==> config.mk <==
export PLATFORM = sky130hd
export DESIGN_NAME = jacobian_point_adder
export DESIGN_NICKNAME = d
export VERILOG_FILES = /design/src/rtl/jpa_pkg.sv /design/src/rtl/jpa_ucode.sv /design/src/rtl/jpa_regfile.sv /design/src/rtl/jpa_modalu.sv /design/src/rtl/jacobian_point_adder.sv
export SDC_FILE = /design/constraint.sdc
export NUM_CORES = 1
export LEC_CHECK = 0
export CAP_MARGIN = 20
export CELL_PAD_IN_SITES_DETAIL_PLACEMENT = 1
export CELL_PAD_IN_SITES_GLOBAL_PLACEMENT = 1
export CORE_MARGIN = 5
export CORE_UTILIZATION = 45
export CTS_CLUSTER_DIAMETER = 30
export DETAILED_ROUTE_END_ITERATION = 10
export GPL_TIMING_DRIVEN = 0
export PLACE_DENSITY_LB_ADDON = 0.1
export SLEW_MARGIN = 15
export SYNTH_ARGS = -nofsm -noshare
export SYNTH_HDL_FRONTEND = slang
export SYNTH_HIERARCHICAL = 1
export SYNTH_SLANG_ARGS = --single-unit
==> constraint.sdc <==
create_clock -name clk -period 6.2 [get_ports clk]
set_input_delay 0.93 -clock clk [delete_from_list [all_inputs] [get_ports clk]]
set_output_delay 0.93 -clock clk [all_outputs]
set_load 0.005 [all_outputs]
==> src/rtl/jpa_pkg.sv <==
package jpa_pkg;

    typedef enum logic [1:0] {
        ALU_ADD = 2'd0,
        ALU_SUB = 2'd1,
        ALU_MUL = 2'd2
    } alu_op_e;

    localparam int REG_COUNT = 17;
    localparam int IDX_W     = $clog2(REG_COUNT);
    typedef logic [IDX_W-1:0] reg_idx_t;

    // operand storage map
    localparam reg_idx_t IX_PX = 5'd0;
    localparam reg_idx_t IX_PY = 5'd1;
    localparam reg_idx_t IX_PZ = 5'd2;
    localparam reg_idx_t IX_QX = 5'd3;
    localparam reg_idx_t IX_QY = 5'd4;
    localparam reg_idx_t IX_QZ = 5'd5;
    localparam reg_idx_t IX_T1 = 5'd6;
    localparam reg_idx_t IX_T2 = 5'd7;
    localparam reg_idx_t IX_T3 = 5'd8;
    localparam reg_idx_t IX_T4 = 5'd9;
    localparam reg_idx_t IX_T5 = 5'd10;
    localparam reg_idx_t IX_T6 = 5'd11;
    localparam reg_idx_t IX_T7 = 5'd12;
    localparam reg_idx_t IX_T8 = 5'd13;
    localparam reg_idx_t IX_WX = 5'd14;
    localparam reg_idx_t IX_WY = 5'd15;
    localparam reg_idx_t IX_WZ = 5'd16;

    localparam int LOAD_SLOTS = 6;

    typedef struct packed {
        alu_op_e  op;
        reg_idx_t src_a;
        reg_idx_t src_b;
        reg_idx_t dst;
    } uop_t;

    localparam int PROG_LEN = 23;
    localparam int PC_W     = $clog2(PROG_LEN);
    typedef logic [PC_W-1:0] pc_t;

    function automatic uop_t mk(input alu_op_e o, input reg_idx_t a,
                                input reg_idx_t b, input reg_idx_t d);
        uop_t u;
        u.op    = o;
        u.src_a = a;
        u.src_b = b;
        u.dst   = d;
        return u;
    endfunction

    // fixed addition program; order matters because temporaries are reused
    function automatic uop_t uop_at(input pc_t pc);
        unique case (pc)
            5'd0:  return mk(ALU_MUL, IX_PZ, IX_PZ, IX_T1);
            5'd1:  return mk(ALU_MUL, IX_QZ, IX_QZ, IX_T2);
            5'd2:  return mk(ALU_MUL, IX_PZ, IX_T1, IX_T3);
            5'd3:  return mk(ALU_MUL, IX_QZ, IX_T2, IX_T4);
            5'd4:  return mk(ALU_MUL, IX_PX, IX_T2, IX_T5);
            5'd5:  return mk(ALU_MUL, IX_QX, IX_T1, IX_T2);
            5'd6:  return mk(ALU_MUL, IX_PY, IX_T4, IX_T6);
            5'd7:  return mk(ALU_MUL, IX_QY, IX_T3, IX_T4);
            5'd8:  return mk(ALU_SUB, IX_T2, IX_T5, IX_T7);
            5'd9:  return mk(ALU_SUB, IX_T4, IX_T6, IX_T8);
            5'd10: return mk(ALU_MUL, IX_PZ, IX_QZ, IX_T1);
            5'd11: return mk(ALU_MUL, IX_T7, IX_T1, IX_WZ);
            5'd12: return mk(ALU_MUL, IX_T8, IX_T8, IX_T2);
            5'd13: return mk(ALU_MUL, IX_T7, IX_T7, IX_T3);
            5'd14: return mk(ALU_MUL, IX_T7, IX_T3, IX_T4);
            5'd15: return mk(ALU_SUB, IX_T2, IX_T4, IX_T1);
            5'd16: return mk(ALU_MUL, IX_T5, IX_T3, IX_T2);
            5'd17: return mk(ALU_ADD, IX_T2, IX_T2, IX_T3);
            5'd18: return mk(ALU_SUB, IX_T1, IX_T3, IX_WX);
            5'd19: return mk(ALU_SUB, IX_T2, IX_WX, IX_T1);
            5'd20: return mk(ALU_MUL, IX_T1, IX_T8, IX_T2);
            5'd21: return mk(ALU_MUL, IX_T6, IX_T4, IX_T3);
            5'd22: return mk(ALU_SUB, IX_T2, IX_T3, IX_WY);
            default: return mk(ALU_ADD, IX_T1, IX_T1, IX_T1);
        endcase
    endfunction

endpackage

==> src/rtl/jpa_ucode.sv <==
module jpa_ucode
    import jpa_pkg::*;
(
    input  pc_t  pc,
    output uop_t uop
);
    always_comb begin
        uop = uop_at(pc);
    end
endmodule

==> src/rtl/jpa_regfile.sv <==
module jpa_regfile
    import jpa_pkg::*;
#(
    parameter int WIDTH = 16
) (
    input  logic             clk,
    input  logic             rst_n,
    input  logic             we,
    input  reg_idx_t         widx,
    input  logic [WIDTH-1:0] wdata,
    input  reg_idx_t         ra_idx,
    input  reg_idx_t         rb_idx,
    output logic [WIDTH-1:0] ra_data,
    output logic [WIDTH-1:0] rb_data,
    output logic [WIDTH-1:0] regs_o [REG_COUNT]
);
    logic [WIDTH-1:0] store [REG_COUNT];

    for (genvar g = 0; g < REG_COUNT; g++) begin : g_cell
        always_ff @(posedge clk or negedge rst_n) begin
            if (!rst_n) begin
                store[g] <= '0;
            end else if (we && (widx == reg_idx_t'(g))) begin
                store[g] <= wdata;
            end
        end
        assign regs_o[g] = store[g];
    end

    always_comb begin
        ra_data = '0;
        rb_data = '0;
        if (int'(ra_idx) < REG_COUNT) ra_data = store[ra_idx];
        if (int'(rb_idx) < REG_COUNT) rb_data = store[rb_idx];
    end
endmodule

==> src/rtl/jpa_modalu.sv <==
module jpa_modalu
    import jpa_pkg::*;
#(
    parameter int               WIDTH   = 16,
    parameter logic [WIDTH-1:0] MODULUS = 16'd65521
) (
    input  logic             clk,
    input  logic             rst_n,
    input  logic             start,
    input  alu_op_e          op,
    input  logic [WIDTH-1:0] a,
    input  logic [WIDTH-1:0] b,
    output logic             done,
    output logic [WIDTH-1:0] result
);
    localparam int          CNT_W = (WIDTH > 1) ? $clog2(WIDTH) : 1;
    localparam logic [WIDTH:0] MOD_EXT = {1'b0, MODULUS};

    function automatic logic [WIDTH-1:0] add_mod(input logic [WIDTH-1:0] x,
                                                 input logic [WIDTH-1:0] y);
        logic [WIDTH:0] s;
        s = {1'b0, x} + {1'b0, y};
        if (s >= MOD_EXT) s = s - MOD_EXT;
        return s[WIDTH-1:0];
    endfunction

    function automatic logic [WIDTH-1:0] sub_mod(input logic [WIDTH-1:0] x,
                                                 input logic [WIDTH-1:0] y);
        logic [WIDTH:0] d;
        d = {1'b0, x} - {1'b0, y};
        if (x < y) d = d + MOD_EXT;
        return d[WIDTH-1:0];
    endfunction

    logic             mul_run;
    logic [CNT_W-1:0] mul_cnt;
    logic [WIDTH-1:0] mul_acc;
    logic [WIDTH-1:0] mul_mcand;
    logic [WIDTH-1:0] mul_bits;
    logic [WIDTH-1:0] step_val;

    // one MSB-first double-and-add step
    always_comb begin
        logic [WIDTH-1:0] dbl;
        dbl      = add_mod(mul_acc, mul_acc);
        step_val = mul_bits[WIDTH-1] ? add_mod(dbl, mul_mcand) : dbl;
    end

    always_ff @(posedge clk or negedge rst_n) begin
        if (!rst_n) begin
            mul_run   <= 1'b0;
            mul_cnt   <= '0;
            mul_acc   <= '0;
            mul_mcand <= '0;
            mul_bits  <= '0;
            result    <= '0;
            done      <= 1'b0;
        end else begin
            done <= 1'b0;
            if (start && !mul_run) begin
                unique case (op)
                    ALU_ADD: begin
                        result <= add_mod(a, b);
                        done   <= 1'b1;
                    end
                    ALU_SUB: begin
                        result <= sub_mod(a, b);
                        done   <= 1'b1;
                    end
                    default: begin
                        mul_run   <= 1'b1;
                        mul_cnt   <= CNT_W'(WIDTH - 1);
                        mul_acc   <= '0;
                        mul_mcand <= a;
                        mul_bits  <= b;
                    end
                endcase
            end else if (mul_run) begin
                mul_acc  <= step_val;
                mul_bits <= {mul_bits[WIDTH-2:0], 1'b0};
                mul_cnt  <= mul_cnt - 1'b1;
                if (mul_cnt == '0) begin
                    mul_run <= 1'b0;
                    result  <= step_val;
                    done    <= 1'b1;
                end
            end
        end
    end
endmodule

==> src/rtl/jacobian_point_adder.sv <==
module jacobian_point_adder
    import jpa_pkg::*;
#(
    parameter int               WIDTH   = 16,
    parameter logic [WIDTH-1:0] MODULUS = 16'd65521
) (
    input  logic             clk,
    input  logic             rst_n,
    input  logic             start,
    input  logic             ld_en,
    input  logic [2:0]       ld_sel,
    input  logic [WIDTH-1:0] ld_data,
    output logic             busy,
    output logic             done,
    output logic [WIDTH-1:0] r_x,
    output logic [WIDTH-1:0] r_y,
    output logic [WIDTH-1:0] r_z
);
    localparam pc_t LAST_PC = pc_t'(PROG_LEN - 1);

    typedef enum logic [2:0] {
        ST_IDLE   = 3'd0,
        ST_ISSUE  = 3'd1,
        ST_WAIT   = 3'd2,
        ST_SELECT = 3'd3,
        ST_DONE   = 3'd4
    } state_e;

    state_e           state, state_nx;
    pc_t              pc;
    uop_t             uop;
    logic             pz_inf, qz_inf;

    logic             rf_we;
    reg_idx_t         rf_widx;
    logic [WIDTH-1:0] rf_wdata;
    logic [WIDTH-1:0] opa, opb;
    logic [WIDTH-1:0] regs [REG_COUNT];

    logic             alu_start, alu_done;
    logic [WIDTH-1:0] alu_res;

    jpa_ucode u_ucode (
        .pc  (pc),
        .uop (uop)
    );

    jpa_regfile #(.WIDTH(WIDTH)) u_rf (
        .clk     (clk),
        .rst_n   (rst_n),
        .we      (rf_we),
        .widx    (rf_widx),
        .wdata   (rf_wdata),
        .ra_idx  (uop.src_a),
        .rb_idx  (uop.src_b),
        .ra_data (opa),
        .rb_data (opb),
        .regs_o  (regs)
    );

    jpa_modalu #(.WIDTH(WIDTH), .MODULUS(MODULUS)) u_alu (
        .clk    (clk),
        .rst_n  (rst_n),
        .start  (alu_start),
        .op     (uop.op),
        .a      (opa),
        .b      (opb),
        .done   (alu_done),
        .result (alu_res)
    );

    // state register
    always_ff @(posedge clk or negedge rst_n) begin
        if (!rst_n) state <= ST_IDLE;
        else        state <= state_nx;
    end

    // transitions
    always_comb begin
        state_nx = state;
        unique case (state)
            ST_IDLE:   if (start) state_nx = ST_ISSUE;
            ST_ISSUE:  state_nx = ST_WAIT;
            ST_WAIT:   if (alu_done) state_nx = (pc == LAST_PC) ? ST_SELECT : ST_ISSUE;
            ST_SELECT: state_nx = ST_DONE;
            ST_DONE:   state_nx = ST_IDLE;
            default:   state_nx = ST_IDLE;
        endcase
    end

    // combinational strobes and write port steering
    always_comb begin
        alu_start = (state == ST_ISSUE);
        rf_we     = 1'b0;
        rf_widx   = uop.dst;
        rf_wdata  = alu_res;
        if (state == ST_IDLE) begin
            rf_we    = ld_en && (int'(ld_sel) < LOAD_SLOTS);
            rf_widx  = reg_idx_t'(ld_sel);
            rf_wdata = ld_data;
        end else if (state == ST_WAIT) begin
            rf_we = alu_done;
        end
    end

    assign busy = (state != ST_IDLE);
    assign done = (state == ST_DONE);

    // outputs and sequencing registers
    always_ff @(posedge clk or negedge rst_n) begin
        if (!rst_n) begin
            pc     <= '0;
            pz_inf <= 1'b0;
            qz_inf <= 1'b0;
            r_x    <= '0;
            r_y    <= '0;
            r_z    <= '0;
        end else begin
            unique case (state)
                ST_IDLE: begin
                    if (start) begin
                        pc     <= '0;
                        pz_inf <= (regs[IX_PZ] == '0);
                        qz_inf <= (regs[IX_QZ] == '0);
                    end
                end
                ST_WAIT: begin
                    if (alu_done && pc != LAST_PC) pc <= pc + 1'b1;
                end
                ST_SELECT: begin
                    if (pz_inf) begin
                        r_x <= regs[IX_QX];
                        r_y <= regs[IX_QY];
                        r_z <= regs[IX_QZ];
                    end else if (qz_inf) begin
                        r_x <= regs[IX_PX];
                        r_y <= regs[IX_PY];
                        r_z <= regs[IX_PZ];
                    end else begin
                        r_x <= regs[IX_WX];
                        r_y <= regs[IX_WY];
                        r_z <= regs[IX_WZ];
                    end
                end
                default: ;
            endcase
        end
    end
endmodule

==> run summary <==
Buf/Inv on CP: 9
worst IR drop on VDD: 480 uV
Die Y: 254 um
Max FO, Critical Path: 10
post-synthesis sequential area ratio: 37.5%
Total Wirelength: 104000 um
hold slack final: 0.208 ns
via count: 22500
worst path arrival time: 6.83 ns
router iterations before antenna repair: 5
Max stage delay on crit path: 0.56 ns
Final Cycle Share: 103%
LEAKAGE: 14.7 nW
Crit Path Category: reg -> reg
Worst Hold Class: in -> async
Post-synth top flop: dfrtp_1
Antenna Cells: 0
area of the die: 64400 um^2
drt initial violations: 1596
pwr dens: 704 nW/um^2
Slew Viols, Final: 0
max_cap viols: 0
post-synth cell types: 100
GPL Wtd Cong: 0.909
number of port buffers: 72
Slew @ Worst Pin: 1.20 ns
Final Worst Setup Slack: -0.159 ns
Vias/cell: 6.34
root buffer cell: clkbuf_16
Synth Instances: 2421
starting density of the core: 45.4%
fraction of final layout cells sized beyond drive strength 1: 34.2%
Post-Syn Area: 26700 um^2
hold_buf cts: 0
Clock Latency Late Sink: 0.64 ns
GRT Total Usage: 31.0%
slowest CP cell: or4_4
startpoint types: register
dpl cell area: 28500 um^2
Setup WS pre-CTS: -1.94 ns
IO Pins: 73
Area Overhead vs Synth: 28.7%
Async SR Flop Fraction: 100%
final setup fails: 15
crit path capture type: register
number of synthesized flops with an enable pin: 0
Syn. warnings: 6
Top cell by count, worst path: buf_6
CTS tree: built
clock buffer depth: 3
final instance area: 34400 um^2
Placeable Area: 58900 um^2
violated checks: negative setup slack
Max-Slew Margin vs Limit: 20.2%
status: finished, violations left
WL/cell: 29.2 um
register bit count reported by yosys: 400
Clock transition at path regs: 0.04 ns
Required @ worst endpoint: 6.67 ns
GR Overflow Total: 0
cell family with most CP delay: compound AO/OA/AOI/OAI gates
vias in the first global route: 23900
TritonCTS buffer count: 103
FP Rows: 89
syn avg cell area: 11.0 um^2
largest net degree at the start of global routing: 101
most frequent cells in the layout: 397 x dfrtp_1, 286 x mux2_2, 167 x nand2_1
most common cell after layout, fill and taps aside: dfrtp_1
clk sinks: 400
first-pass GRT wire length: 153000 um
post-route ant nets: 0
DR DRC count: 0
RSZ-0062 raised after global routing: yes
DPL Wire Length: 73800 um
H-Tree Depth: 3
final net count: 2777
endpoints failing hold: 0
R2R Setup Slk: -0.16 ns
initial antenna violation count: 1
Final Critical Period: 6.36 ns
FMAX: 157 MHz
die width: 254 um
Layout Skew: 0.0318 ns
worst reg2reg max path: cells and delay by family (launching register included):
family / cells / cell delay, ns
XOR/XNOR: 2 / 0.38
adder cells (fa/ha/maj): 2 / 0.35
AO/OA/AOI/OAI: 9 / 1.82
AND/OR/NAND/NOR: 4 / 0.83
buffers and inverters: 9 / 1.31
flip-flops: 1 / 0.47
multiplexers: 2 / 1.05
where the power goes:
part	switching, mW	leakage (nW)	internal (mW)
Sequential	1.01	5.29	3.53
Combinational	8.01	7.62	6.07
Clock	1.80	1.78	3.81
registers in the layout, summed over array words and instances (netlist names):
name	count
u_rf/regs_o	272
r_x	16
r_y	16
r_z	16
u_alu/mul_acc	16
u_alu/mul_bits	16
u_alu/mul_mcand	16
u_alu/result	16
pc	5
u_alu/mul_cnt	4
state	3
pz_inf	1
qz_inf	1
u_alu/done	1
u_alu/mul_run	1
final cells by class:
cell class	instances	area, um^2
timing repair buffer	163	1550
sequential	400	10000
clock inverter	66	818
fill	6021	24500
inverter	70	273
multi-input combinational	1777	16800
tap	773	967
buffer	170	1180
clock buffer	129	2850
worst paths after layout:
path                                        start                end  depth (start not counted)
worst max register to register              pc[1]    u_alu/result[8]                         28
worst max-delay path                        pc[1]    u_alu/result[8]                         28
worst min register to register  u_alu/mul_acc[12]  u_alu/mul_acc[12]                          1
max in group asynchronous                   rst_n    u_rf/regs_o[70]                          3
worst min-delay path                        rst_n      u_alu/mul_run                          1
min in group clk                u_alu/mul_acc[12]  u_alu/mul_acc[12]                          1
cell usage after synthesis, types with 17 or more instances:
library cell  count  area share [%]
a31oi_1          18            0.42
o22ai_1          37            0.87
mux2_1          138             5.8
nor3_1           40            0.75
buf_6            19            0.80
inv_1            64            0.90
clkbuf_1         81             1.1
o21ai_0         117             2.2
a21oi_1          63             1.2
a21o_1           20            0.56
nor4_1           20            0.47
buf_2            59             1.1
xor2_1           24            0.79
dfrtp_1         400              37
mux4_2           82             6.9
ha_1             66             3.1
mux2i_1         121             4.5
nand2b_1         22            0.51
nor2_1          101             1.4
mux2_2          288              12
xnor2_1          52             1.7
a221o_1          20            0.75
nand2_1         169             2.4
nand3_1          37            0.69
nor2b_1          29            0.68
a211o_1          17            0.56
metal layers:
layer	track usage (%)	vias to the layer above	routed length, um
met1	40.6	11700	43200
met5	0	-	0
met2	51.8	845	50800
met4	12.4	0	4330
li1	-	9670	-
met3	4.93	242	5240
through the flow:
stage	TNS [ns]	utilization [%]	cells	power, mW
CTS	-3.59	56.7	3506	22.6
detailed placement	-29.28	48.4	3271	15.9
finish	-1.50	58.4	3548	24.2
global placement	-5482.09	48.2	3267	15.5
global route	-4.49	58.4	3548	25.3
floorplan	0	-	2422	12.1
what timing repair did:
action | 4_1_cts | 5_1_grt
gates cloned | 1 | 0
buffers inserted | 41 | 44
pin swaps | 34 | 47
resized for setup | 194 | 128
setup endpoints to repair | 23 | 27
logic make-up (layout without fill, tap and decap cells):
kind of cell,after synthesis,after routing,synth area share (%)
AO/OA/AOI/OAI,473,473,12.6
XOR/XNOR,76,76,2.49
adder cells (fa/ha/maj),69,69,3.31
buffers and inverters,245,598,4.43
flip-flops,400,400,37.5
multiplexers,638,638,29.9
other,1,2,0.0140
AND/OR/NAND/NOR,519,519,9.81
No activity file was read; power rests on OpenSTA's default activity.
